--- config.mk ---
export PLATFORM = sky130hd
export DESIGN_NAME = ert_timer
export DESIGN_NICKNAME = d
export VERILOG_FILES = /design/src/rtl/ert_pkg.sv /design/src/rtl/ert_edge_qual.sv /design/src/rtl/ert_down_core.sv /design/src/rtl/ert_event_flags.sv /design/src/rtl/ert_timer.sv
export SDC_FILE = /design/constraint.sdc
export NUM_CORES = 1
export LEC_CHECK = 0
export BUFFER_PORTS_ARGS = -buffer_cell sky130_fd_sc_hd__buf_2
export CELL_PAD_IN_SITES_DETAIL_PLACEMENT = 0
export CELL_PAD_IN_SITES_GLOBAL_PLACEMENT = 1
export CORE_UTILIZATION = 42
export CTS_CLUSTER_SIZE = 20
export DETAILED_ROUTE_END_ITERATION = 7
export PLACE_DENSITY = 0.87
export SLEW_MARGIN = 20
export SYNTH_ARGS = -nofsm -noshare
export SYNTH_HDL_FRONTEND = slang
export SYNTH_SLANG_ARGS = --single-unit
--- constraint.sdc ---
create_clock -name clk -period 2.2 [get_ports clk]
set_input_delay 0.33 -clock clk [delete_from_list [all_inputs] [get_ports clk]]
set_output_delay 0.33 -clock clk [all_outputs]
set_load 0.05 [all_outputs]
--- src/rtl/ert_pkg.sv ---
package ert_pkg;

   // Which edge qualifier is built into the timer
   typedef enum logic [1:0] {
      EDGE_RUNTIME   = 2'd0,  // edge chosen at run time by edge_sel
      EDGE_RISE_ONLY = 2'd1,  // rising edges only
      EDGE_FALL_ONLY = 2'd2   // falling edges only
   } edge_cfg_e;

endpackage

--- src/rtl/ert_edge_qual.sv ---
module ert_edge_qual
   import ert_pkg::*;
#(
   parameter int        SYNC_STAGES = 2,
   parameter edge_cfg_e EDGE_CFG    = EDGE_RUNTIME
) (
   input  logic clk,
   input  logic rst_n,
   input  logic din,
   input  logic fall_sel,
   output logic edge_o
);

   localparam int PIPE_W = SYNC_STAGES + 1;

   generate
      if (SYNC_STAGES < 2) begin : g_bad_sync
         $error("ert_edge_qual: SYNC_STAGES must be at least 2");
      end
   endgenerate

   // Synchronizer stages, plus one more stage that delays the synchronized value
   logic [PIPE_W-1:0] pipe;

   always_ff @(posedge clk or negedge rst_n) begin
      if (!rst_n) pipe <= '0;
      else        pipe <= {pipe[PIPE_W-2:0], din};
   end

   logic synced, delayed, rise, fall;
   assign synced  = pipe[SYNC_STAGES-1];
   assign delayed = pipe[SYNC_STAGES];
   assign rise    = synced & ~delayed;
   assign fall    = ~synced & delayed;

   generate
      if (EDGE_CFG == EDGE_RISE_ONLY) begin : g_rise
         logic unused_sel;
         assign unused_sel = fall_sel ^ fall;
         assign edge_o     = rise;
      end else if (EDGE_CFG == EDGE_FALL_ONLY) begin : g_fall
         logic unused_sel;
         assign unused_sel = fall_sel ^ rise;
         assign edge_o     = fall;
      end else begin : g_runtime
         assign edge_o = fall_sel ? fall : rise;
      end
   endgenerate

   // A synchronized level change produces a single-cycle pulse
   assert_single_pulse_R9: assert property (@(posedge clk) disable iff (!rst_n)
      edge_o |=> !edge_o)
      else $error("edge qualifier pulse lasted more than one cycle");

endmodule

--- src/rtl/ert_down_core.sv ---
module ert_down_core #(
   parameter int CNT_W = 16
) (
   input  logic             clk,
   input  logic             rst_n,
   input  logic             en,
   input  logic             trig,
   input  logic             edge_i,
   input  logic             reload_wr,
   input  logic [CNT_W-1:0] reload_din,
   output logic [CNT_W-1:0] count_o,
   output logic             uf_o
);

   localparam logic [CNT_W-1:0] ZERO = '0;

   generate
      if (CNT_W < 2) begin : g_bad_width
         $error("ert_down_core: CNT_W must be at least 2");
      end
   endgenerate

   logic [CNT_W-1:0] reload_q;
   logic             trig_q;
   logic             run_q;
   logic             load;
   logic             step;
   logic             at_zero;

   assign load    = en & trig_q;
   assign step    = en & run_q & edge_i & ~trig_q;
   assign at_zero = (count_o == ZERO);
   assign uf_o    = step & at_zero;

   always_ff @(posedge clk or negedge rst_n) begin
      if (!rst_n)         reload_q <= '0;
      else if (reload_wr) reload_q <= reload_din;
   end

   // The trigger is registered, so the load happens one cycle after it
   always_ff @(posedge clk or negedge rst_n) begin
      if (!rst_n) begin
         trig_q <= 1'b0;
         run_q  <= 1'b0;
      end else begin
         trig_q <= en & trig;
         if (!en)         run_q <= 1'b0;
         else if (trig_q) run_q <= 1'b1;
      end
   end

   always_ff @(posedge clk or negedge rst_n) begin
      if (!rst_n)       count_o <= '0;
      else if (load)    count_o <= reload_q;
      else if (step) begin
         if (at_zero)   count_o <= reload_q;
         else           count_o <= count_o - 1'b1;
      end
   end

   assert_step_dec_R1: assert property (@(posedge clk) disable iff (!rst_n)
      (step && !at_zero) |=> (count_o == $past(count_o) - 1'b1))
      else $error("qualified edge did not decrement by one");

   assert_trig_load_R3: assert property (@(posedge clk) disable iff (!rst_n)
      load |=> (count_o == $past(reload_q)))
      else $error("trigger did not load the reload value");

   assert_uf_reload_R4: assert property (@(posedge clk) disable iff (!rst_n)
      uf_o |=> (count_o == $past(reload_q)))
      else $error("underflow did not reload");

   assert_hold_disabled_R8: assert property (@(posedge clk) disable iff (!rst_n)
      !en |=> $stable(count_o))
      else $error("counter moved while disabled");

endmodule

--- src/rtl/ert_event_flags.sv ---
module ert_event_flags #(
   parameter bit IRQ_REG = 1'b0
) (
   input  logic clk,
   input  logic rst_n,
   input  logic uf_i,
   input  logic clr_i,
   input  logic irq_en,
   output logic flag_o,
   output logic tog_o,
   output logic irq_o
);

   // A new underflow has priority over a clear in the same cycle
   always_ff @(posedge clk or negedge rst_n) begin
      if (!rst_n)      flag_o <= 1'b0;
      else if (uf_i)   flag_o <= 1'b1;
      else if (clr_i)  flag_o <= 1'b0;
   end

   always_ff @(posedge clk or negedge rst_n) begin
      if (!rst_n)     tog_o <= 1'b0;
      else if (uf_i)  tog_o <= ~tog_o;
   end

   generate
      if (IRQ_REG) begin : g_irq_reg
         logic irq_q;
         always_ff @(posedge clk or negedge rst_n) begin
            if (!rst_n) irq_q <= 1'b0;
            else        irq_q <= flag_o & irq_en;
         end
         assign irq_o = irq_q;
      end else begin : g_irq_comb
         assign irq_o = flag_o & irq_en;
      end
   endgenerate

   assert_tog_flip_R5: assert property (@(posedge clk) disable iff (!rst_n)
      uf_i |=> (tog_o != $past(tog_o)))
      else $error("toggle output missed an underflow");

   assert_tog_hold_R5: assert property (@(posedge clk) disable iff (!rst_n)
      !uf_i |=> $stable(tog_o))
      else $error("toggle output moved without underflow");

   assert_flag_set_R7: assert property (@(posedge clk) disable iff (!rst_n)
      uf_i |=> flag_o)
      else $error("underflow did not set the flag");

   assert_flag_sticky_R7: assert property (@(posedge clk) disable iff (!rst_n)
      (flag_o && !clr_i) |=> flag_o)
      else $error("flag dropped without a clear");

endmodule

--- src/rtl/ert_timer.sv ---
module ert_timer
   import ert_pkg::*;
#(
   parameter int        CNT_W       = 16,
   parameter int        SYNC_STAGES = 2,
   parameter edge_cfg_e EDGE_CFG    = EDGE_RUNTIME,
   parameter bit        IRQ_REG     = 1'b0
) (
   input  logic             clk,
   input  logic             rst_n,
   input  logic             cnt_en,
   input  logic             trig,
   input  logic             edge_sel,
   input  logic             irq_en,
   input  logic             reload_wr,
   input  logic [CNT_W-1:0] reload_din,
   input  logic             flag_clr,
   input  logic             count_in,
   output logic [CNT_W-1:0] count_val,
   output logic             uf_flag,
   output logic             irq,
   output logic             tog_out
);

   logic qual_edge;
   logic uf_pulse;

   ert_edge_qual #(
      .SYNC_STAGES (SYNC_STAGES),
      .EDGE_CFG    (EDGE_CFG)
   ) u_edge (
      .clk      (clk),
      .rst_n    (rst_n),
      .din      (count_in),
      .fall_sel (edge_sel),
      .edge_o   (qual_edge)
   );

   ert_down_core #(
      .CNT_W (CNT_W)
   ) u_core (
      .clk        (clk),
      .rst_n      (rst_n),
      .en         (cnt_en),
      .trig       (trig),
      .edge_i     (qual_edge),
      .reload_wr  (reload_wr),
      .reload_din (reload_din),
      .count_o    (count_val),
      .uf_o       (uf_pulse)
   );

   ert_event_flags #(
      .IRQ_REG (IRQ_REG)
   ) u_flags (
      .clk    (clk),
      .rst_n  (rst_n),
      .uf_i   (uf_pulse),
      .clr_i  (flag_clr),
      .irq_en (irq_en),
      .flag_o (uf_flag),
      .tog_o  (tog_out),
      .irq_o  (irq)
   );

endmodule

==> summary by stage <==
Timing
The number of slew-limit violations in the final report came to 0. The final hold violation count is 0. The setup total negative slack is 0 ns.

The fraction of the cycle the final worst path needs is 91.1%. After layout, the minimum clock period comes to 2.00 ns. At the pin with the least slew margin, the transition time is 0.864 ns. Setup repair after global routing left no endpoint under its margin.

The final worst-path setup slack is 0.197 ns. The setup skew after layout is 0.00455 ns. Timing would allow up to 499 MHz.

The final hold slack is 0.150 ns. The number of failing setup endpoints in the final timing report is 0. The worst slew margin relative to its limit is 42.4%.

Yosys
After Yosys synthesis, XOR and XNOR cells account for 0.449% of the synthesized area. The share of synthesized flip-flops with an asynchronous set or reset is 100%. The library cell with the largest summed area after synthesis is sky130_fd_sc_hd__dfrtp_1. The post-synthesis share of cell area spent on full adders, half adders and majority gates is 1.28%. The area fraction of the dominant cell type after synthesis is 50.0%. The number of warnings issued by yosys is 0. The share of cell area taken by muxes after synthesis is 13.8%. In this run, synthesis produced a sequential element count of 39. Averaged over all synthesized cells, the footprint is 11.3 sq um. Of the synthesized area, sequential elements account for 50.0%. Counting every net in the synthesized netlist gives 199. The number of synthesized flops with an enable pin is 0.

Synthesis instantiated 41 different standard cells from the library. The most used flip-flop cell after synthesis is sky130_fd_sc_hd__dfrtp_1. The share of the synthesized area in compound gates (AO/OA/AOI/OAI) is 12.9%. The cell area that synthesis handed to floorplanning was 1950 sq um. Sorting the synthesized cells by area gives the leading types as sky130_fd_sc_hd__dfrtp_1 50%, sky130_fd_sc_hd__mux2_2 9.2%, sky130_fd_sc_hd__mux2i_1 4.6%, sky130_fd_sc_hd__o2bb2ai_1 3.1%, sky130_fd_sc_hd__o21ai_0 2.6%. Synthesis produced 172 cells.

The simple logic cell fraction of the synthesized area is 17.4%. After synthesis, the largest family of logic cells by area is simple AND/OR/NAND/NOR gates.

Critical path
The worst setup path is launched from a flip-flop. The slowest cell on the critical path is sky130_fd_sc_hd__dfrtp_1. Of all nets on the critical path, the largest fanout is 7. The critical path capture point type is a flip-flop. Walking the worst path, the cells encountered are nor4_4 > buf_4 > nand4_1 > nor3_1 > o21ai_0 > a221o_1.

The largest single stage delay on the critical path is 0.47 ns. The critical setup path kind is flip-flop to flip-flop. For the worst setup path, the data arrival time is 2.17 ns. STA puts the critical path data required time at 2.37 ns.

Place
Port buffering added 43 buffers. At the placement stage, the worst setup path has a slack of 0.153 ns. The half-perimeter wire length after detailed placement is 3.00 mm. The final weighted congestion in routability-driven placement is 0.739.

Clock tree
After clock tree synthesis, the repair step resized 0 gates. The clock net sink count is 39. The maximum clock insertion buffer count is 2. In this run the number of H-tree levels came out at 2. TritonCTS built the clock tree. Hold repair after CTS inserted 0 buffers. The total setup buffers inserted after CTS is 0. Counting the buffers created by CTS gives 5. The clock root buffer master is sky130_fd_sc_hd__clkbuf_8. Clock-pin slew was measured on the worst setup and hold paths at 0.07 ns.

The worst-skew pair later-pin latency is 0.29 ns.

Routing
The average wire length per cell after detail routing is 14.8 microns. The routed design has 4.11 mm of wire. The number of nets still failing antenna checks after routing is 0. The number of design-rule violations left by the first detailed-router iteration is 73. The via count normalized by instance count is 5.54. The number of detailed-routing iterations run before antenna repair is 4. After detailed routing, the number of remaining DRC violations is 0. The detailed router placed 1,541 vias in this run.

Die
The floorplan step defined a die boundary enclosing 4920 sq um. The floorplan has 24 rows. The x dimension of the die is 70.2 microns.

The floorplan step defined a core boundary enclosing 4410 sq um. The effective utilization at floorplan is 44.2%. In this run the vertical extent of the chip is 70.2 microns. The number of top-level pins is 44.

Run status
The run finished with clean final reports.

Final layout
The most frequent standard cell in the layout excluding fill and tap cells is sky130_fd_sc_hd__buf_2. The fraction of layout instances using a drive strength above 1 is 37.2%. The repair_antennas step left the layout with diodes totalling 0. In the layout the commonest cells are 43 x sky130_fd_sc_hd__buf_2, 39 x sky130_fd_sc_hd__dfrtp_1, 16 x sky130_fd_sc_hd__mux2_2, 13 x sky130_fd_sc_hd__buf_4, 12 x sky130_fd_sc_hd__nand2_1. In the final design database the tool counted 254 nets. Compared with the post-synthesis result, the final layout area differs by 20.7%. The final core utilization is 53.4%.

Global routing
Summed over all layers, the global routing overflow is 0. The all-layer global routing usage is 18.8%. The number of global-route vias before repair is 1,488.

The number of antenna violations at the first check in global routing came to 0. Entering global routing, the biggest net connects 40 pins. The first-pass GRT wire length is 7.26 mm.

Pwr
The maximum ir drop on the vdd rail is 377 uV. The total power consumption of the routed design is 2.55 mW. The power per unit of standard cell area is 1080 nW/um^2.

The leakage component of the power is 1.05 nW.

Worst hold path
The class of the tightest hold or removal check is primary input to flip-flop.

Run
The number of max-capacitance violations reported is 0.
==> layout make-up <==
cell class,count,area (sq um)
timing repair buffer,56,313
tap,52,65.1
fill,399,2060
sequential,39,976
multi-input combinational,120,911
clock buffer,6,72.6
inverter,5,18.8
==> stage by stage <==
stage          cell area, sq um  cells
2_1_floorplan              1960    172
3_3_place_gp               2270    272
3_5_place_dp               2270    272
4_1_cts                    2350    278
5_1_grt                    2360    278
6_report                   2360    278
==> layer usage <==
layer / global-route usage (%) / part of all wire (%) / up-vias
li1: - / - / 744
met1: 26.7 / 48 / 752
met2: 28.6 / 47 / 38
met3: 3.90 / 4.0 / 7
met4: 6.00 / 1.4 / 0
met5: 0 / 0 / -
==> registers in the layout, indices dropped and copies added (netlist names) <==
register	cells
u_core.count_o	16
u_core.run_q	1
u_edge.pipe	3
u_flags.tog_o	1
u_core.trig_q	1
u_core.reload_q	16
u_flags.flag_o	1
==> where the power goes <==
| group | total (mW) | internal [mW] | switching, mW |
|---|---|---|---|
| clock network | 0.437 | 0.211 | 0.226 |
| registers | 1.04 | 0.865 | 0.180 |
| logic | 1.07 | 0.349 | 0.724 |
==> cell usage after synthesis (2+ instances only) <==
master                      number
sky130_fd_sc_hd__nor3_1          7
sky130_fd_sc_hd__o2bb2ai_1       7
sky130_fd_sc_hd__mux2i_1         9
sky130_fd_sc_hd__a21oi_1         5
sky130_fd_sc_hd__nand2_1        12
sky130_fd_sc_hd__dfrtp_1        39
sky130_fd_sc_hd__a221o_1         3
sky130_fd_sc_hd__mux2_2         16
sky130_fd_sc_hd__nor4b_1         3
sky130_fd_sc_hd__clkbuf_1        2
sky130_fd_sc_hd__o21ai_0        10
sky130_fd_sc_hd__nor2_1          8
sky130_fd_sc_hd__ha_1            2
sky130_fd_sc_hd__buf_2           3
sky130_fd_sc_hd__nand4_1         3
sky130_fd_sc_hd__nand3_1         6
sky130_fd_sc_hd__o21ai_1         2
sky130_fd_sc_hd__nor4_1          5
sky130_fd_sc_hd__and2_1          4
sky130_fd_sc_hd__inv_1           5
==> worst max-delay path: cells and delay by family, from the launching register on <==
kind,cells,cell delay [ns]
buf+inv,1,0.21
flops,1,0.47
simple gates,3,0.80
compound gates,2,0.41
==> cells by family (layout without fill, tap and decap cells) <==
logic type	after synthesis	count (layout)
xor gates and xnor gates	1	1
AOI/OAI and AO/OA	36	36
DFF	39	39
buffers and inverters	13	67
adders and majority gates	2	2
and+or+nand+nor	56	56
muxes	25	25
==> path summary, 6_finish.rpt <==
| kind | depth (start not counted) | to | from | slack [ns] |
|---|---|---|---|---|
| hold / removal | 1 | u_edge.pipe[0] | count_in | 0.15 |
| setup / recovery | 6 | u_core.count_o[15] | u_core.count_o[5] | 0.20 |
| hold reg to reg | 0 | u_edge.pipe[1] | u_edge.pipe[0] | 0.35 |
| setup reg to reg | 6 | u_core.count_o[15] | u_core.count_o[5] | 0.20 |
| min in group asynchronous | 1 | u_core.count_o[12] | rst_n | 0.16 |
| max in group asynchronous | 1 | u_core.count_o[7] | rst_n | 1.50 |
(Power assumes the default switching activity.)
